## config.mk

```make
export PLATFORM = sky130hd
export DESIGN_NAME = i2c_stat_reg
export DESIGN_NICKNAME = d
export VERILOG_FILES = /design/src/rtl/i2c_stat_pkg.sv /design/src/rtl/i2c_stat_fall.sv /design/src/rtl/i2c_stat_flag.sv /design/src/rtl/i2c_stat_reg.sv
export SDC_FILE = /design/constraint.sdc
export NUM_CORES = 1
export LEC_CHECK = 0
export BUFFER_PORTS_ARGS = -buffer_cell sky130_fd_sc_hd__buf_2
export CORE_AREA = 2 2 39 41
export CTS_CLUSTER_SIZE = 20
export DETAILED_ROUTE_END_ITERATION = 12
export DIE_AREA = 0 0 41 43
export PLACE_DENSITY = 0.75
export SYNTH_ARGS = -nofsm -noshare
export SYNTH_HDL_FRONTEND = slang
export SYNTH_SLANG_ARGS = --single-unit
```

## constraint.sdc

```tcl
create_clock -name clk_i -period 1 [get_ports clk_i]
set_input_delay 0.2 -clock clk_i [delete_from_list [all_inputs] [get_ports clk_i]]
set_output_delay 0.2 -clock clk_i [all_outputs]
set_load 0.005 [all_outputs]
```

## src/rtl/i2c_stat_pkg.sv

```systemverilog
package i2c_stat_pkg;
  localparam int STAT_W     = 8;
  localparam int NUM_STICKY = 6;
  localparam int MS_BIT     = 7;
  localparam int ALD_BIT    = 6;
  // sticky flags occupy bits NUM_STICKY-1 downto 0
endpackage

```

## src/rtl/i2c_stat_fall.sv

```systemverilog
module i2c_stat_fall (
  input  logic clk_i,
  input  logic rst_ni,
  input  logic lvl_i,
  output logic fall_o
);
  logic lvl_q;

  always_ff @(posedge clk_i or negedge rst_ni) begin
    if (!rst_ni) lvl_q <= 1'b0;
    else         lvl_q <= lvl_i;
  end

  assign fall_o = lvl_q & ~lvl_i;
endmodule

```

## src/rtl/i2c_stat_flag.sv

```systemverilog
module i2c_stat_flag #(
  parameter bit SET_WINS = 1'b0
) (
  input  logic clk_i,
  input  logic rst_ni,
  input  logic set_i,
  input  logic clr_i,
  input  logic hard_clr_i,
  output logic q_o
);
  logic q_d;

  generate
    if (SET_WINS) begin : g_set_pri
      always_comb begin
        if (hard_clr_i) q_d = 1'b0;
        else if (set_i) q_d = 1'b1;
        else if (clr_i) q_d = 1'b0;
        else            q_d = q_o;
      end
    end else begin : g_clr_pri
      always_comb begin
        if (hard_clr_i || clr_i) q_d = 1'b0;
        else if (set_i)          q_d = 1'b1;
        else                     q_d = q_o;
      end
    end
  endgenerate

  always_ff @(posedge clk_i or negedge rst_ni) begin
    if (!rst_ni) q_o <= 1'b0;
    else         q_o <= q_d;
  end
endmodule

```

## src/rtl/i2c_stat_reg.sv

```systemverilog
module i2c_stat_reg
  import i2c_stat_pkg::*;
(
  input  logic              clk_i,
  input  logic              rst_ni,
  input  logic              en_i,
  input  logic              exit_comm_i,
  input  logic              rd_i,
  input  logic              wr_other_bit_i,
  input  logic              start_gen_i,
  input  logic              stop_det_i,
  input  logic              arb_lost_i,
  input  logic              ext_code_i,
  input  logic              addr_match_i,
  input  logic              xmit_i,
  input  logic              ack_det_i,
  input  logic              start_det_i,
  output logic [STAT_W-1:0] status_o,
  output logic [STAT_W-1:0] rd_data_o,
  output logic              arb_clr_o
);
  logic                  en_fall;
  logic                  glob_clr;
  logic [NUM_STICKY-1:0] sticky_set;
  logic [NUM_STICKY-1:0] sticky_q;
  logic                  ms_q;
  logic                  ald_q;

  i2c_stat_fall u_en_fall (
    .clk_i (clk_i),
    .rst_ni(rst_ni),
    .lvl_i (en_i),
    .fall_o(en_fall)
  );

  assign glob_clr = en_fall | wr_other_bit_i;

  i2c_stat_flag #(.SET_WINS(1'b0)) u_ms (
    .clk_i     (clk_i),
    .rst_ni    (rst_ni),
    .set_i     (start_gen_i),
    .clr_i     (stop_det_i | arb_lost_i | exit_comm_i),
    .hard_clr_i(glob_clr),
    .q_o       (ms_q)
  );

  // new loss event beats the read so it is never dropped
  i2c_stat_flag #(.SET_WINS(1'b1)) u_ald (
    .clk_i     (clk_i),
    .rst_ni    (rst_ni),
    .set_i     (arb_lost_i),
    .clr_i     (rd_i),
    .hard_clr_i(glob_clr),
    .q_o       (ald_q)
  );

  assign sticky_set = {ext_code_i, addr_match_i, xmit_i, ack_det_i, start_det_i, stop_det_i};

  generate
    for (genvar i = 0; i < NUM_STICKY; i++) begin : g_sticky
      i2c_stat_flag #(.SET_WINS(1'b0)) u_flag (
        .clk_i     (clk_i),
        .rst_ni    (rst_ni),
        .set_i     (sticky_set[i]),
        .clr_i     (1'b0),
        .hard_clr_i(glob_clr),
        .q_o       (sticky_q[i])
      );
    end
  endgenerate

  always_ff @(posedge clk_i or negedge rst_ni) begin
    if (!rst_ni) arb_clr_o <= 1'b0;
    else         arb_clr_o <= rd_i & ald_q & ~arb_lost_i;
  end

  assign status_o  = {ms_q, ald_q, sticky_q};
  assign rd_data_o = status_o;
endmodule

```

# --- Yosys cells after proc, flatten, opt, wreduce, memory -nomap -nowiden ---
# Cells that the tools add are included.
op_classes:
  mux: 17
  n_bitwise: 8
  reduce_logical: 9
op_table:
  columns: ["operator", "count"]
  rows:
  - ["$mux W1", 17]
  - ["$reduce_bool A2 Y1", 7]
  - ["$and A1 B1 Y1", 3]
  - ["$or A1 B1 Y1", 3]
  - ["$reduce_bool A3 Y1", 1]
  - ["$not A1 Y1", 2]
  - ["$logic_or A1 B1 Y1", 1]
word_totals:
  register_bits: 10
  inputBits: 14
  wordCells: 44

# --- Longest topological paths before layout ---
# Gate-level depths: netlist (run 1).
logic_depth:
  word_depth: 5
  ltp_mapped: 3
  depth_no_buf: 2

# --- Hierarchy ---
# A second synthesis (run 1) with hierarchy kept.
hier_totals:
  cells_unflattened: 42
  area_unflattened_um2: 479.2
modules_own_cells:
  columns: ["module", "instances", "cells_per_inst", "area_per_inst_um2"]
  rows:
  - ["i2c_stat_flag at g_sticky[0].u_flag ...", 7, 3, 38.8]
  - ["i2c_stat_reg", 1, 15, 125.1]
  - ["i2c_stat_flag at u_ald", 1, 4, 43.8]
  - ["i2c_stat_fall", 1, 2, 38.8]

# --- Worst setup path before layout (run 1) ---
# Ideal clock, no wire load.
synth_path:
  path_type: "in2reg"
  start: "in wr_other_bit_i"
  end: "reg u_ms.q_o"
  setup_time_ps: 80
  arrival_ps: 870
  t_required_ps: 920
  path_slack_ps: 50
  stages: 3
  n_path_buf: 1
  cell_sequence: "buf_6 or4_4 nor3_2"
synth_via:
  elab_chain_len: 3
  elab_cells_between_ends: 4
synth_rtl:
  columns: ["item", "line", "source"]
  rows:
  - ["start: declaration", "i2c_stat_reg.sv:9", "input logic wr_other_bit_i,"]
  - ["$or A1 B1 Y1 (*)", "i2c_stat_reg.sv:36", "assign glob_clr = en_fall | wr_other_bit_i;"]
  - ["$logic_or A1 B1 Y1 (*)", "i2c_stat_flag.sv:23", "if (hard_clr_i || clr_i) q_d = 1'b0;"]
  - ["$mux W1 / $reduce_bool A2 Y1 (equally long branches)", null, null]
  - ["end signal: assignment", "i2c_stat_flag.sv:32", "else q_o <= q_d;"]
  - ["end: declaration", "i2c_stat_flag.sv:9", "output logic q_o"]
# Mark *: on every way between the ends. The rest lies on a longest branch, timed or not.
# A chain may end at the register's enable or synchronous reset.

# --- Worst setup path after layout (run 1) ---
layout_path:
  start: "reg u_ms.q_o"
  end: "out rd_data_o[7]"
layout_lines:
  columns: ["item", "line", "source"]
  rows:
  - ["end: declaration", "i2c_stat_reg.sv:19", "output logic [STAT_W-1:0] rd_data_o,"]
# No word-level cell between the ends.

==> results of run 1 <==
==> metal layers <==
metal | GRT usage | up-vias | share of wire
li1 | - | 175 | -
met1 | 0.08638 | 161 | 0.36
met2 | 0.1938 | 23 | 0.51
met3 | 0.03141 | 4 | 0.092
met4 | 0.1200 | 0 | 0.042
met5 | 0 | - | 0
==> cells by family after synthesis <==
logic type,count (synthesis)
compound gates,1
simple gates,18
buf+inv,19
flops,10
==> state kept, by name (all words and copies together) (netlist names) <==
signal               flops
u_ald.q_o                1
u_en_fall.lvl_q          1
g_sticky.u_flag.q_o      6
arb_clr_o                1
u_ms.q_o                 1
==> cells in the final DEF, fill, tap and decap left out <==
master	n
nor2b_2	1
inv_1	1
clkbuf_4	3
buf_4	2
nand2b_1	1
or4_4	1
a211oi_1	1
nor2_1	7
and3_1	1
nor3_2	1
dfrtp_1	10
buf_2	30
dlygate4sd3_1	1
nor3_1	6
==> worst paths after layout <==
kind | depth (start not counted) | end | slack, ns
setup / recovery | 1 | rd_data_o[7] | 0.02
hold / removal | 1 | u_en_fall.lvl_q | 0.08
setup reg to reg | 2 | g_sticky[2].u_flag.q_o | 0.16
hold reg to reg | 2 | g_sticky[1].u_flag.q_o | 0.55
max in group asynchronous | 2 | u_en_fall.lvl_q | 0.49
min in group asynchronous | 2 | u_ald.q_o | 0.33
==> final cells by class <==
cell class	instances	area [sq um]	area share
inverters	1	3.754	0.006494
well taps	16	20.02	0.03463
clock buffers	3	22.52	0.03896
repair buffers	33	175.2	0.3030
multi-input cells	19	106.4	0.1840
flip-flops and latches	10	250.2	0.4329
==> metrics by stage <==
| step | hold WS [ns] | instances | TNS, ns |
|---|---|---|---|
| 3_5_place_dp | 0.06767 | 77 | -0.03787 |
| 2_1_floorplan | -0.09559 | 48 | 0 |
| 6_report | 0.08103 | 82 | 0 |
| 5_1_grt | 0.07115 | 82 | -0.07787 |
| 3_3_place_gp | 0.06205 | 77 | -0.009582 |
| 4_1_cts | 0.07218 | 82 | 0 |
==> Yosys cell counts (all sizes together) <==
library cell | count | area [sq um]
nor2 | 7 | 26.28
and3 | 1 | 6.260
nand2b | 1 | 6.260
a211oi | 1 | 7.510
nor2b | 1 | 6.260
inv | 1 | 3.750
or4 | 1 | 11.26
buf | 17 | 131.4
dfrtp | 10 | 250.2
nor3 | 7 | 40.04
clkbuf | 1 | 3.750
==> what timing repair did <==
item,in CTS,in global routing
setup endpoints to repair,9,12
hold buffers,1,0
buffers inserted,1,0
endpoints found under the hold margin,10,0
gates cloned,0,0
gates resized for setup,1,0
==> power by group <==
group / switching (mW) / internal, mW
Clock: 0.120 / 0.138
Sequential: 0.0116 / 0.427
Combinational: 0.0567 / 0.0665
==> results.cfg, run 1 <==
[synth]
syn_inst = 48
synth-xor-area-share = 0
synth_top_family_by_area = buffers and inverters
synth-compound-area-share = 0.01523
avgSynthCellArea_sq_um = 10.27
syn_nets = 62
synth-simple-area-share = 0.1954
muxShareOfSynthArea = 0
synthAdderAreaFrac = 0
syn-cell-area_sq_um = 493.0
yosysSeqAreaShare = 0.5076
synthDistinctLibCells = 13
ys_seq_elements = 10
yosys_warnings = 0

[global_route]
first_global_vias = 321
grt_start_max_net_pins = 11
grt_first_pass_wirelength_mm = 1.214
grt-ovfl-total = 0
antenna_found_initial = 0
grt_util_all_layers = 0.1136

[sta]
fmax_ghz = 1.026
worst_slew_margin_rel = 0.7839
hold_violations = 0
worst_slack_ns = 0.02496
rsz0062_at_grt = yes
worst-slew-pin-transition_ns = 0.3227
period_minus_slack_ns = 0.9750
finalCritPeriodShare = 0.9750
slew_violations = 0
fin_skew_ns = 0.003566
setup_violations = 0

[layout]
antenna_cells = 0
syn2layout_area_growth_pct = 17.26
finalInstanceArea_sq_um = 578.1
fillCellCount = 142
nets = 82
fin_util = 0.4177
drive_gt1_frac = 0.5758

[run]
drv_cap = 0

[setup_path]
end_kind = output port
startpoint = u_ms.q_o
critPathTopFamily = flip-flops
worstSetupPathType = reg -> out
cp-start-kind = register
worst_ep_arrival_time_ns = 0.78
critPathRequiredTime_ns = 0.80
crit_chain = buf_2
reg2reg_from = u_en_fall.lvl_q
critPathSlowestCell = dfrtp_1
worst-path-buf-inv = 1
critPathMaxFanout = 3
max_stage_delay_ns = 0.39

[detailed_routing]
drt_iter0_markers = 4
drt-total-wl_um = 817
wire_per_inst_um = 9.963
drc = 0
vias = 363
vias_per_cell = 4.427
detail-route-antenna-nets = 0
drt_first_pass_iters = 2

[die]
dieArea_sq_um = 1763
placementRows = 14
die_y_um = 43
die_w_um = 41
core-area_sq_um = 1384
start_util = 0.3562
io_pins = 31

[worst_hold_path]
worst_hold_path_type = in -> reg
hold_start = en_i

[placement]
dpl_cell_area_sq_um = 535.5
place.gp.congestion = 0.5609
dp_slack_ns = -0.01483
port_buffers = 30

[clocking]
path_clk_slew_ns = 0.06
cts_max_level = 1
cts_tree = built
cts_sinks = 10
clk_latency_ns = 0.26
cts_root_buf = clkbuf_4
numCtsBuffers = 3
cts_buffer_depth = 2

[power_and_ir_drop]
pwr_density_cell_nw_per_um2 = 1417
p_leak_nw = 0.3379
power_uw = 819.2
vdd_drop_max_uv = 502.5

[status]
outcome = finished, final reports clean
Note: power is estimated with default switching activity, not from simulation.
==> inputs of run 2 (changes only) <==
BUFFER_PORTS_ARGS = default   (was -buffer_cell sky130_fd_sc_hd__buf_2)
DONT_BUFFER_PORTS = 1   (was default)
PLACE_DENSITY = 0.55   (was 0.75)
==> run 2 against run 1 <==
Worst setup slack better by 0.041 ns. Register-to-register slack worse by 0.09 ns. Cell area is 23% lower. Clock power hardly changed. Combinational power is 54% lower. First-iteration DRC count is 75% lower. Cell count is 34% lower. Total power is 6.6% lower. Via count is 33% lower. Critical path type is now reg -> reg. Critical endpoint is now u_ald.q_o. Largest cell class unchanged. Largest power group unchanged.
==> results.cfg, run 2 (synthesized netlist as in run 1, its figures left out) <==
[status]
outcome = finished, final reports clean

[setup_path]
worstSetupPathType = reg -> reg
critPathRequiredTime_ns = 1.16
end_kind = register
r2r-end = u_ald.q_o
r2r_cells = 3
critPathMaxFanout = 8
r2r_setup_slack_ns = 0.07
cp-start-kind = register
reg2reg_from = u_en_fall.lvl_q
worst_ep_arrival_time_ns = 1.09

[worst_hold_path]
hold_start = wr_other_bit_i
worst_hold_path_type = in -> reg
hold_depth = 1
min_delay_worst_endpoint = g_sticky[0].u_flag.q_o

[clocking]
cts_root_buf = clkbuf_4
cts_max_level = 1
path_clk_slew_ns = 0.06
cts_buffer_depth = 2
numCtsBuffers = 3
clk_latency_ns = 0.25
cts_tree = built
cts_sinks = 10

[sta]
hold_violations = 0
setup_violations = 0
worst_slew_margin_rel = 0.6930
finalCritPeriodShare = 0.9343
whs_ns = 0.01468
setup_tns_ns = 0
fin_skew_ns = 0.002664
worst_slack_ns = 0.06567
rsz0062_at_grt = no
slew_violations = 0
period_minus_slack_ns = 0.9343
fmax_ghz = 1.070
worst-slew-pin-transition_ns = 0.4590

[die]
start_util = 0.3562
io_pins = 31
die_y_um = 43
dieArea_sq_um = 1763
placementRows = 14
die_w_um = 41
core-area_sq_um = 1384

[detailed_routing]
vias_per_cell = 4.481
drt-total-wl_um = 758
drt_first_pass_iters = 2
vias = 242
detail-route-antenna-nets = 0
drt_iter0_markers = 1
drc = 0
wire_per_inst_um = 14.04

[layout]
fillCellCount = 147
final_common_cell = dfrtp_1
largest_register_ffs = 6
finalInstanceArea_sq_um = 447.9
syn2layout_area_growth_pct = -9.137
max_flop_register = g_sticky.u_flag.q_o
antenna_cells = 0
drive_gt1_frac = 0.1579
nets = 54
layout_common_cells = dfrtp_1, nor2_1, nor3_1, dlygate4sd3_1, clkbuf_4

[placement]
port_buffers = 0
place.gp.congestion = 0.6465
dp_slack_ns = 0.07267
dpl_cell_area_sq_um = 385.4

[global_route]
grt_first_pass_wirelength_mm = 1.138
grt_start_max_net_pins = 11
antenna_found_initial = 0
grt_util_all_layers = 0.1010
first_global_vias = 256
grt-ovfl-total = 0

[power_and_ir_drop]
pwr_density_cell_nw_per_um2 = 1709
p_leak_nw = 0.2091
vdd_drop_max_uv = 403.2

[run]
drv_cap = 0
-- run 2: changes by cell type in the layout (fill, tap and decap cells not counted), sizes merged --
cell / previous run / this run
dlygate4sd3: 1 / 4
buf: 32 / 1
-- run 2: cell type report --
type / count / area [sq um] / area share
inverter: 1 / 3.754 / 0.008380
clock buffer: 3 / 22.52 / 0.05028
tap: 16 / 20.02 / 0.04469
sequential: 10 / 250.2 / 0.5587
multi-input combinational: 19 / 103.9 / 0.2318
timing repair buffer: 5 / 47.55 / 0.1061
-- run 2: timing repair --
item,4_1_cts,5_1_grt
setup buffers,0,0
endpoints found under the hold margin,12,4
hold buffers,3,1
resized for setup,0,0
-- run 2: per-layer routing --
layer  global-route usage  wire, um  vias to the layer above
li1                     -         -                      119
met5                    0         0                        -
met1               0.1082       290                      110
met3              0.06283        90                        0
met4              0.04000         0                        0
met2               0.1531       376                       13
-- run 2: power breakdown --
part | total, mW | internal (mW) | switching (mW) | leakage [nW]
Sequential | 0.449 | 0.427 | 0.0227 | 0.130
Combinational | 0.0571 | 0.0285 | 0.0286 | 0.0651
Clock | 0.259 | 0.138 | 0.121 | 0.0138
Total | 0.765 | 0.593 | 0.172 | 0.209
-- run 2: worst max-delay path, cell delays in order, from the launching register on --
cell and delay [ns]:
dfrtp_1 0.35, nor2b_1 0.12, buf_4 0.16, a211oi_1 0.22
-- run 2: worst max-delay path by stage --
stage                    start         to  slack (ns)
6_report       u_en_fall.lvl_q  u_ald.q_o        0.07
4_1_cts        u_en_fall.lvl_q  u_ald.q_o        0.06
5_1_grt        u_en_fall.lvl_q  u_ald.q_o       0.001
3_3_place_gp   u_en_fall.lvl_q  u_ald.q_o        0.09
2_1_floorplan   wr_other_bit_i   u_ms.q_o        0.05
3_5_place_dp   u_en_fall.lvl_q  u_ald.q_o        0.07
-- run 2: metrics by stage --
| step | total power, mW | std cells | util |
|---|---|---|---|
| 5_1_grt | 0.8188 | 54 | 0.3237 |
| 2_1_floorplan | 0.5414 | 48 | - |
| 6_report | 0.7654 | 54 | 0.3237 |
| 4_1_cts | 0.7812 | 53 | 0.3165 |
| 3_3_place_gp | 0.4923 | 47 | 0.2785 |
| 3_5_place_dp | 0.4938 | 47 | 0.2785 |
==> inputs of run 3 (changes only) <==
CTS_BUF_LIST = sky130_fd_sc_hd__clkbuf_8   (was default)
==> run 3 against run 2 <==
First-iteration DRC count up 100%. Cell area down 0.28%. Clock-buffer cell count unchanged. Cell count down 3.7%. Fmax up 0.31%. Global-route usage down 0.61 points. Via count down 2.1%. Highest routed layer unchanged. Non-clock buffer count down 2. Routed wire length down 2.5%.
==> results.cfg, run 3 (synthesized netlist as in run 1, its figures left out) <==
[status]
outcome = finished, final reports clean

[sta]
setup_violations = 0
setup_tns_ns = 0
fin_skew_ns = 0.0003806
worst_slew_margin_rel = 0.6866
finalCritPeriodShare = 0.9314
period_minus_slack_ns = 0.9314
hold_violations = 0
slew_violations = 0
rsz0062_at_grt = no
fmax_ghz = 1.074
worst_slack_ns = 0.06860
worst-slew-pin-transition_ns = 0.4686

[setup_path]
r2r_setup_slack_ns = 0.07
worst-path-buf-inv = 1
r2r_cells = 3
reg2reg_from = u_en_fall.lvl_q
worst_ep_arrival_time_ns = 1.06
r2r-end = u_ald.q_o
critPathRequiredTime_ns = 1.13
max_stage_delay_ns = 0.34
critPathSlowestCell = dfrtp_1
critPathTopFamily = flip-flops
cp-start-kind = register
worstSetupPathType = reg -> reg
end_kind = register
critPathMaxFanout = 8
crit_chain = nor2b_1, buf_4, a211oi_1

[layout]
antenna_cells = 0
layout_common_cells = dfrtp_1, nor2_1, nor3_1, clkbuf_8, dlygate4sd3_1
fillCellCount = 146
largest_register_ffs = 6
syn2layout_area_growth_pct = -9.391
final_common_cell = dfrtp_1
nets = 52
drive_gt1_frac = 0.1667
max_flop_register = g_sticky.u_flag.q_o
instances_no_fill = 52

[clocking]
clk_latency_ns = 0.23
numCtsBuffers = 3
cts_max_level = 1
cts_sinks = 10
cts_tree = built
path_clk_slew_ns = 0.05
cts_buffer_depth = 2
post-cts-setup-buffers = 0
cts_root_buf = clkbuf_8

[placement]
place.gp.congestion = 0.6465
place_inst = 47
dp_slack_ns = 0.07267
port_buffers = 0

[detailed_routing]
vias = 237
drt_iter0_markers = 2
wire_per_inst_um = 14.21
detail-route-antenna-nets = 0
drt_first_pass_iters = 2
drt-total-wl_um = 739
vias_per_cell = 4.558
drc = 0

[power_and_ir_drop]
clockPowerShare = 0.446
p_comb_frac = 0.054
pwr_density_cell_nw_per_um2 = 2019
p_int_uw = 713.7
p_leak_nw = 0.2085
p_sw_frac = 0.2088
vdd_drop_max_uv = 625.8
p_switching_uw = 188.4
pwr-share-seq = 0.500

[global_route]
grt_start_max_net_pins = 11
grt-ovfl-total = 0
first_global_vias = 242
antenna_found_initial = 0
grt_util_all_layers = 0.09495
grt_first_pass_wirelength_mm = 1.083

[die]
placementRows = 14
die_w_um = 41
io_pins = 31
dieArea_sq_um = 1763
start_util = 0.3562
core-area_sq_um = 1384
die_y_um = 43

[worst_hold_path]
hold_depth = 1
worst_hold_path_type = in -> reg
min_delay_worst_endpoint = u_ald.q_o
hold_start = wr_other_bit_i

[run]
drv_cap = 0
## run 3: cell types whose count changed in the layout (fill, tap and decap cells not counted), sizes merged
cell         previous run  this run
dlygate4sd3             4         2
## run 3: timing repair
action,4_1_cts,5_1_grt
hold buffers,2,0
gates resized for setup,0,0
endpoints found under the hold margin,11,0
## run 3: how the worst max path moves through the flow
stage | startpoint | endpoint | slack [ns] | cells after the start
floorplan | wr_other_bit_i | u_ms.q_o | 0.05 | 3
global placement | u_en_fall.lvl_q | u_ald.q_o | 0.09 | 3
detailed placement | u_en_fall.lvl_q | u_ald.q_o | 0.07 | 3
CTS | u_en_fall.lvl_q | u_ald.q_o | 0.06 | 3
global route | u_en_fall.lvl_q | u_ald.q_o | 0.005 | 3
finish | u_en_fall.lvl_q | u_ald.q_o | 0.07 | 3
## run 3: final cells by class
type	count	area, sq um	share of cell area
Tap cell	16	20.02	0.04482
Timing Repair Buffer	3	27.53	0.06162
Clock buffer	3	41.29	0.09244
Sequential cell	10	250.2	0.5602
Multi-Input combinational cell	19	103.9	0.2325
Inverter	1	3.754	0.008403
## run 3: worst register-to-register path, cell delays in order (launching register included)
cell and delay [ns]:
dfrtp_1 0.34, nor2b_1 0.12, buf_4 0.16, a211oi_1 0.22
## run 3: per-stage QoR
step / power, mW / util / hold WS (ns) / cell area (sq um)
after CTS: 0.9110 / 0.3228 / 0.03505 / 446.7
after floorplan: 0.5414 / - / -0.09559 / 493.0
final: 0.9020 / 0.3228 / 0.03940 / 446.7
after global placement: 0.4923 / 0.2785 / -0.09531 / 385.4
after detailed placement: 0.4938 / 0.2785 / -0.09538 / 385.4
after global routing: 0.9495 / 0.3228 / 0.02917 / 446.7
## run 3: power by group through the flow
stage / Combinational [mW] / Clock (mW) / Sequential (mW)
2_1_floorplan: 0.0948 / 0 / 0.447
3_3_place_gp: 0.0343 / 0 / 0.458
3_5_place_dp: 0.0362 / 0 / 0.458
4_1_cts: 0.0505 / 0.409 / 0.452
5_1_grt: 0.0559 / 0.436 / 0.458
6_report: 0.0488 / 0.402 / 0.451
## run 3: per-layer routing
metal / vias to the layer above / routed length [um] / global-route usage / part of all wire
met5: - / 0 / 0 / 0
met2: 13 / 335 / 0.1375 / 0.45
met4: 0 / 0 / 0.04000 / 0
met1: 110 / 313 / 0.1049 / 0.42
li1: 114 / - / - / -
met3: 0 / 90 / 0.06283 / 0.12
